--- src/rtl/lsm_pkg.sv ---
package lsm_pkg;
  localparam int STATE_W = 2;
  localparam int WORD_W  = 8;

  typedef struct packed {
    logic               sync_act;
    logic [STATE_W-1:0] state;
    logic               dch_access;
    logic               prio;
    logic               active;
    logic [1:0]         rsvd;
  } status_t;
endpackage

--- src/rtl/lsm_activity_det.sv ---
module lsm_activity_det #(
  parameter int WIN_LEN     = 48,
  parameter int ZERO_THRESH = 3,
  parameter int ONES_CLEAR  = 128
) (
  input  logic clk,
  input  logic rst,
  input  logic bit_in,
  input  logic bit_en,
  output logic active
);
  localparam int CNT_W  = $clog2(WIN_LEN + 1);
  localparam int ONES_W = $clog2(ONES_CLEAR + 1);

  logic [WIN_LEN-1:0] zhist_q;
  logic [CNT_W-1:0]   zcnt_q, zcnt_next;
  logic [ONES_W-1:0]  ones_q, ones_next;
  logic               active_q;
  logic               is_zero, set_hit, clr_hit;

  // window holds one flag per accepted bit; oldest flag leaves at the top
  always_comb begin
    is_zero   = ~bit_in;
    zcnt_next = zcnt_q + CNT_W'(is_zero) - CNT_W'(zhist_q[WIN_LEN-1]);
    if (is_zero)
      ones_next = '0;
    else if (ones_q == ONES_W'(ONES_CLEAR))
      ones_next = ones_q;
    else
      ones_next = ones_q + 1'b1;
    set_hit = zcnt_next >= CNT_W'(ZERO_THRESH);
    clr_hit = ones_next == ONES_W'(ONES_CLEAR);
  end

  always_ff @(posedge clk) begin
    if (rst) begin
      zhist_q  <= '0;
      zcnt_q   <= '0;
      ones_q   <= '0;
      active_q <= 1'b0;
    end else if (bit_en) begin
      zhist_q <= {zhist_q[WIN_LEN-2:0], is_zero};
      zcnt_q  <= zcnt_next;
      ones_q  <= ones_next;
      if (set_hit)
        active_q <= 1'b1;
      else if (clr_hit)
        active_q <= 1'b0;
    end
  end

  assign active = active_q;
endmodule

--- src/rtl/lsm_dch_ctrl.sv ---
module lsm_dch_ctrl (
  input  logic clk,
  input  logic rst,
  input  logic open_ev,
  input  logic last_close_ev,
  input  logic collision_ev,
  input  logic prio_raise_ev,
  output logic access,
  output logic prio
);
  logic access_q, prio_q;

  always_ff @(posedge clk) begin
    if (rst) begin
      access_q <= 1'b0;
      prio_q   <= 1'b0;
    end else begin
      if (last_close_ev || collision_ev)
        access_q <= 1'b0;
      else if (open_ev)
        access_q <= 1'b1;

      if (last_close_ev)
        prio_q <= 1'b0;
      else if (prio_raise_ev)
        prio_q <= 1'b1;
    end
  end

  assign access = access_q;
  assign prio   = prio_q;
endmodule

--- src/rtl/lsm_status_snap.sv ---
module lsm_status_snap
  import lsm_pkg::*;
(
  input  logic              clk,
  input  logic              rst,
  input  logic              frame_stb,
  input  status_t           live,
  input  logic              rd_stb,
  output logic [WORD_W-1:0] snap,
  output logic              rd_valid,
  output logic [WORD_W-1:0] rd_data
);
  logic [WORD_W-1:0] snap_q, rd_data_q;
  logic              rd_valid_q;

  always_ff @(posedge clk) begin
    if (rst) begin
      snap_q     <= '0;
      rd_data_q  <= '0;
      rd_valid_q <= 1'b0;
    end else begin
      if (frame_stb)
        snap_q <= live;
      rd_valid_q <= rd_stb;
      if (rd_stb)
        rd_data_q <= snap_q;
    end
  end

  assign snap     = snap_q;
  assign rd_valid = rd_valid_q;
  assign rd_data  = rd_data_q;
endmodule

--- src/rtl/lsm_monitor.sv ---
module lsm_monitor
  import lsm_pkg::*;
#(
  parameter int WIN_LEN     = 48,
  parameter int ZERO_THRESH = 3,
  parameter int ONES_CLEAR  = 128
) (
  input  logic              clk,
  input  logic              rst,
  input  logic              rx_bit,
  input  logic              rx_bit_en,
  input  logic              frame_stb,
  input  logic              act_req,
  input  logic              deact_req,
  input  logic              frame_sync,
  input  logic [STATE_W-1:0] act_state,
  input  logic              dch_open,
  input  logic              dch_last_close,
  input  logic              dch_collision,
  input  logic              prio_raise,
  input  logic              rd_stb,
  output logic              line_active,
  output logic              rd_valid,
  output logic [WORD_W-1:0] rd_data
);
  logic              active_w, access_w, prio_w;
  logic [WORD_W-1:0] snap_w;
  status_t           live_w;

  lsm_activity_det #(
    .WIN_LEN(WIN_LEN), .ZERO_THRESH(ZERO_THRESH), .ONES_CLEAR(ONES_CLEAR)
  ) u_act (
    .clk(clk), .rst(rst), .bit_in(rx_bit), .bit_en(rx_bit_en), .active(active_w)
  );

  lsm_dch_ctrl u_dch (
    .clk(clk), .rst(rst),
    .open_ev(dch_open), .last_close_ev(dch_last_close),
    .collision_ev(dch_collision), .prio_raise_ev(prio_raise),
    .access(access_w), .prio(prio_w)
  );

  always_comb begin
    live_w.sync_act   = (act_req && !deact_req) ? frame_sync : active_w;
    live_w.state      = act_state;
    live_w.dch_access = access_w;
    live_w.prio       = prio_w;
    live_w.active     = active_w;
    live_w.rsvd       = 2'b00;
  end

  lsm_status_snap u_snap (
    .clk(clk), .rst(rst), .frame_stb(frame_stb), .live(live_w),
    .rd_stb(rd_stb), .snap(snap_w), .rd_valid(rd_valid), .rd_data(rd_data)
  );

  assign line_active = active_w;
endmodule

--- config.mk ---
export PLATFORM = sky130hd
export DESIGN_NAME = lsm_monitor
export DESIGN_NICKNAME = d
export VERILOG_FILES = /design/src/rtl/lsm_pkg.sv /design/src/rtl/lsm_activity_det.sv /design/src/rtl/lsm_dch_ctrl.sv /design/src/rtl/lsm_status_snap.sv /design/src/rtl/lsm_monitor.sv
export SDC_FILE = /design/constraint.sdc
export NUM_CORES = 1
export LEC_CHECK = 0
export ABC_AREA = 1
export ABC_CLOCK_PERIOD_IN_PS = 2000
export BUFFER_PORTS_ARGS = -buffer_cell sky130_fd_sc_hd__buf_2
export CORE_MARGIN = 10
export CORE_UTILIZATION = 50
export CTS_CLUSTER_SIZE = 40
export DETAILED_ROUTE_END_ITERATION = 6
export GPL_TIMING_DRIVEN = 0
export PLACE_DENSITY_LB_ADDON = 0.2
export SYNTH_ARGS = -nofsm -noshare
export SYNTH_HDL_FRONTEND = slang
export SYNTH_SLANG_ARGS = --single-unit
--- constraint.sdc ---
create_clock -name clk -period 2 [get_ports clk]
set_clock_uncertainty 0.15 [all_clocks]
set_input_delay 0.1 -clock clk [delete_from_list [all_inputs] [get_ports clk]]
set_output_delay 0.1 -clock clk [all_outputs]
set_load 0.005 [all_outputs]
## Word level (Yosys, flattened, before mapping)

Cells that the tools add are included.

| storage, ports and cells | value |
|---|---|
| flip-flop bits (word level) | 78 |
| latch bits | 0 |
| bits in writable memories | 0 |
| memory bits (read-only) | 0 |
| input port bits | 15 |
| output and inout bits | 10 |
| word-level logic and storage cells | 28 |
| memories kept | 0 |

| cells by class | value |
|---|---|
| $add $sub $neg | 3 |
| $mul | 0 |
| divide/modulo/power cells | 0 |
| magnitude comparators | 1 |
| equality and inequality tests | 2 |
| shifts and indexed selects | 0 |
| multiplexer cells | 5 |
| bitwise logic cells | 1 |
| reduce and logical (&&, ||, !) cells | 7 |

Operator list:

| cell | number |
|---|---|
| 8-bit == test (second input constant) | 2 |
| 8-bit 2-to-1 mux | 2 |
| 8-bit by 1-bit adder with 8-bit output (second input constant) | 1 |
| 6-bit by 1-bit adder with 6-bit output | 1 |
| 6-bit by 2-bit >= comparator with 1-bit output (second input constant) | 1 |
| 6-bit by 1-bit subtractor with 6-bit output | 1 |
| 2-bit OR reduction | 2 |
| 1-bit 2-to-1 mux | 3 |
| 2-bit AND reduction | 1 |
| 2-bit nonzero test | 1 |
| 1-bit logical AND | 1 |
| 1-bit logical NOT | 1 |
| 1-bit logical OR | 1 |
| 1-bit NOT | 1 |

## Longest topological paths before layout

| logic depth | value |
|---|---|
| word-level depth | 6 |
| depth in mapped cells | 12 |
| mapped depth without buffers | 12 |

## By module

Synthesis repeated with hierarchy kept, for this count alone.

| second synthesis, totals | value |
|---|---|
| cells, all modules | 479 |
| area, all modules | 3507.1 um2 |

By module, submodules not included:

| module | times used | cells an instance | area each (um2) | seq. area each (um2) |
|---|---|---|---|---|
| lsm_activity_det | 1 | 358 | 2687.6 | 1261.2 |
| lsm_status_snap | 1 | 105 | 723.2 | 340.3 |
| lsm_dch_ctrl | 1 | 10 | 72.6 | 40.0 |
| lsm_monitor | 1 | 6 | 23.8 | 0.0 |

## Worst setup path before layout

No wires, ideal clock.

| timing | value |
|---|---|
| kind | reg-to-reg |
| start | register u_act.zcnt_q[0] |
| end | register u_act.active_q (netlist: u_act.active) |
| setup time | 0.120 ns |
| data arrival time | 1.935 ns |
| required time | 1.730 ns |
| slack | -0.205 ns |
| stages on the path, launching flop included | 12 |
| buffers on the path | 0 |
| clock period less this slack | 2.205 ns |
| cell sequence | dfxtp_1 > inv_1 > ha_1 > inv_1 > ha_1 > inv_1 > fa_1 > o21ai_0 > xnor2_1 > nand3_1 > o21ai_0 > a21oi_2 |

| between the ends | value |
|---|---|
| cells in the longest elaborated chain, start to end | 5 |
| elaborated cells between the ends (all ways) | 6 |
| those cells by class | add/sub (2); order compare (1); mux (1); reduce/logical (2) |

RTL lines:

| item | line | RTL |
|---|---|---|
| start, declared | lsm_activity_det.sv:16 | `logic [CNT_W-1:0] zcnt_q, zcnt_next;` |
| start signal, assigned | lsm_activity_det.sv:43 | `zcnt_q <= zcnt_next;` |
| 6-bit by 1-bit adder with 6-bit output (*) | lsm_activity_det.sv:24 | `zcnt_next = zcnt_q + CNT_W'(is_zero) - CNT_W'(zhist_q[WIN_LEN-1]);` |
| 6-bit by 1-bit subtractor with 6-bit output (*) | lsm_activity_det.sv:24 |  |
| 6-bit by 2-bit >= comparator with 1-bit output (*) | lsm_activity_det.sv:31 | `set_hit = zcnt_next >= CNT_W'(ZERO_THRESH);` |
| 2-bit nonzero test (no line) | n/a |  |
| 2-bit AND reduction (no line) | n/a |  |
| end signal, assigned | lsm_activity_det.sv:40 | `active_q <= 1'b0;` |
| end signal, assigned | lsm_activity_det.sv:46 | `active_q <= 1'b1;` |
| end signal, assigned | lsm_activity_det.sv:48 | `active_q <= 1'b0;` |
| end, declared | lsm_activity_det.sv:18 | `logic active_q;` |

Mark *: on every way between the ends. The rest lies on a longest branch, timed or not.
A chain may end at the register's enable or synchronous reset.

## Worst setup path after layout

Ends and elaborated chain as after synthesis.

==> impl_metrics.toml <==
[run_status]
status = "finished, violations left"
violations = "negative hold slack, negative setup slack"

[synth]
ys_seq_elements = 78
ys.flop_type = "dfxtp_1"
yosys.area.top_type = "dfxtp_1"
synth.distinct_cells = 31
synth_edf_count = 0
postSynthAreaPerCell_sq_um = 7.61
synthArstFlopShare_pct = 0
netlist_area_sq_um = 3200
synth_area_leaders = "dfxtp_1, nor2_1, o21ai_0"
synth_cells = 421
synthDominantCellAreaShare_pct = 48.8
ys_warn_count = 0
synth_seq_area_share_pct = 48.7

[worst_setup_path]
crit_end = "u_act.active$_SDFFE_PP0P_"
worstSetupPathType = "flop to flop"
crit_top_cell = "inv_2"
r2r_slack_ns = -0.02
slowest_delay_ns = 0.53
start_kind = "flop"
cp-end-kind = "flop"
crit_chain = "inv_2 -> ha_4 -> inv_4 -> ha_4 -> inv_2 -> fa_2 -> inv_2 -> a21oi_2 -> nand3_1 -> o21ai_2 -> a21oi_2"
worstPathRequired_ns = 2.09
crit_start = "u_act.zcnt_q[0]$_SDFFE_PP0P_"
cp_slowest_cell = "fa_2"
cp.arrival_ns = 2.12
rr_worst_depth = 11
r2r_start = "u_act.zcnt_q[0]$_SDFFE_PP0P_"
regToRegEndpoint = "u_act.active$_SDFFE_PP0P_"
cp_max_fo = 2

[route]
first_iter_violations = 101
wl_mm = 6.64
firstDrtPassIters = 5
ant_nets = 0
vias = 2793
wl_per_cell_microns = 12.1
drc_errors = 0
via_per_inst = 5.08

[sta]
hold_slack_ns = -0.104
fin_setup_tns_ns = -0.0248
finalSetupViolations = 1
rsz0062_at_grt = "yes"
min_period_over_period_pct = 101
finalWorstSetupSlack_ns = -0.0248
finalHoldViolations = 4
fmax_mhz = 494
drv_slew = 0
min_period_ns = 2.02

[floorplanning]
fp.dieH_microns = 100
die_x_microns = 100
start_util_pct = 51.0
core_area_sq_um = 6280
rows = 29
dieArea_sq_um = 10000
ioPinCount = 25

[power_and_ir_drop]
power_density_nw_per_um2 = 918
p_leak_nw = 1.67
irDropWorstVdd_uv = 606

[placed_design]
gp_congestion = 0.786
dpl_cell_area_sq_um = 3400
place_ws_ns = -0.216
io_buffers = 19
hpwl_mm = 4.30

[grt]
grt_pass1_wl_mm = 11.5
grt_pass1_vias = 2575
grt_overflow = 0
antenna_found_initial = 0
grt_max_degree = 14
grt_use_total_pct = 13.8

[clock_tree]
clock_latency_ns = 0.35
clkTransAtPathRegs_ns = 0.08
cts.sinks = 78
cts_hold_buf = 15
clockRootBuffer = "clkbuf_8"
cts_tree = "built"
cts_max_level = 3
cts_buffers = 9
clk_path_buf_depth = 2

[flow_run]
drv_cap = 0

[finish]
design_area_sq_um = 3830
antenna_cells = 0
area_growth_pct = 19.6
drive_above_1_share_pct = 14.6
fill_cells = 563
fin_nets = 493

[worst_hold_path]
worstHoldPathType = "primary input to flop"
[cells by family after synthesis]
group,after synthesis,share of synthesized area [%]
compound gates,98,15.8
xor+xnor,5,1.37
fa+ha+maj,9,3.75
buf+inv,54,7.62
flops,78,48.8
other cells,1,0.117
simple gates,176,22.6
[timing repair]
action                                  4_1_cts  5_1_grt
gates resized for setup                       8       10
buffers inserted                              2        0
pin swaps                                     2        0
endpoints found under the setup margin        2        3
endpoints found under the hold margin        20        4
[layout make-up]
class | count | area (sq um) | share of cell area [%]
buffer | 24 | 131 | 3.43
clock buffer | 11 | 151 | 3.95
clock inverter | 4 | 53.8 | 1.40
inverter | 30 | 115 | 3.00
multi-input combinational | 290 | 1450 | 37.9
sequential | 78 | 1570 | 41.0
tap | 77 | 96.3 | 2.51
timing repair buffer | 36 | 260 | 6.79
[Yosys cell counts, types with 2 or more instances]
cell type and n:
buf_2 3, nand3_1 12, inv_1 29, nand2_1 30
xnor2_1 4, nor2_4 2, dfxtp_1 78, o211ai_1 2
o21ai_0 72, nor2_1 122, buf_4 2, a21oi_1 20
nand4_1 4, a21oi_2 2, ha_1 8, clkbuf_1 16
[through the flow]
| stage | total power [mW] | cells | hold slack, ns | utilization [%] |
|---|---|---|---|---|
| final | 3.52 | 550 | -0.104 | 61.0 |
| after global routing | 3.71 | 550 | -0.0964 | 61.0 |
| after global placement | 2.24 | 518 | 0.113 | 54.2 |
| after detailed placement | 2.25 | 518 | 0.124 | 54.2 |
| after CTS | 3.52 | 550 | -0.116 | 60.6 |
| after floorplan | 2.13 | 422 | 0.0264 | - |
[registers in the layout, summed over array words and instances, names as in the netlist]
signal and count:
u_act.zhist_q 48, u_act.ones_q 8, u_act.zcnt_q 6, u_snap.rd_data 6, u_snap.snap 6, u_act.active 1, u_dch.access 1, u_dch.prio 1
u_snap.rd_valid 1
[worst min path at each step]
| stage | startpoint | end | slack (ns) | cells past startpoint |
|---|---|---|---|---|
| floorplan | dch_last_close | u_dch.access$_SDFFE_PP0P_ | 0.03 | 1 |
| global placement | dch_collision | u_dch.access$_SDFFE_PP0P_ | 0.11 | 2 |
| detailed placement | dch_collision | u_dch.access$_SDFFE_PP0P_ | 0.12 | 2 |
| CTS | rst | u_act.active$_SDFFE_PP0P_ | -0.12 | 2 |
| global route | rst | u_act.active$_SDFFE_PP0P_ | -0.1 | 2 |
| finish | rst | u_act.active$_SDFFE_PP0P_ | -0.10 | 2 |
[layer usage]
layer	track usage, %	vias to the layer above	wire [microns]
met5	0	-	0
met4	7.50	0	131
met3	3.71	13	343
met2	21.7	54	3070
met1	16.7	1269	3100
li1	-	1457	-
[worst max-delay path: cells and delay by family, from the launching register on]
| family | cells | cell delay, ns |
|---|---|---|
| fa+ha+maj | 3 | 0.86 |
| compound gates | 3 | 0.31 |
| flops | 1 | 0.33 |
| simple gates | 1 | 0.11 |
| buf+inv | 4 | 0.17 |
[cells in the final DEF (no fill, tap or decap), types with 3 or more instances in the layout]
cell type | netlist | routed
xnor2_1 | 4 | 3
inv_1 | 29 | 25
inv_2 | 1 | 4
nand2_1 | 30 | 30
clkbuf_1 | 16 | 16
nand3_1 | 12 | 12
a21oi_1 | 20 | 18
buf_4 | 2 | 4
buf_2 | 3 | 22
dlygate4sd3_1 | 0 | 15
dfxtp_1 | 78 | 72
nor2_1 | 122 | 122
a21oi_2 | 2 | 4
o21ai_0 | 72 | 70
nand4_1 | 4 | 4
clkbuf_8 | 0 | 11
dfxtp_2 | 0 | 5
ha_1 | 8 | 6
[power breakdown]
part | internal, mW | leakage, nW | switching, mW
Clock | 0.642 | 0.0980 | 0.570
Sequential | 1.66 | 0.647 | 0.0672
Combinational | 0.256 | 0.928 | 0.319
Total | 2.56 | 1.67 | 0.956
No activity file was read; power rests on OpenSTA's default activity.
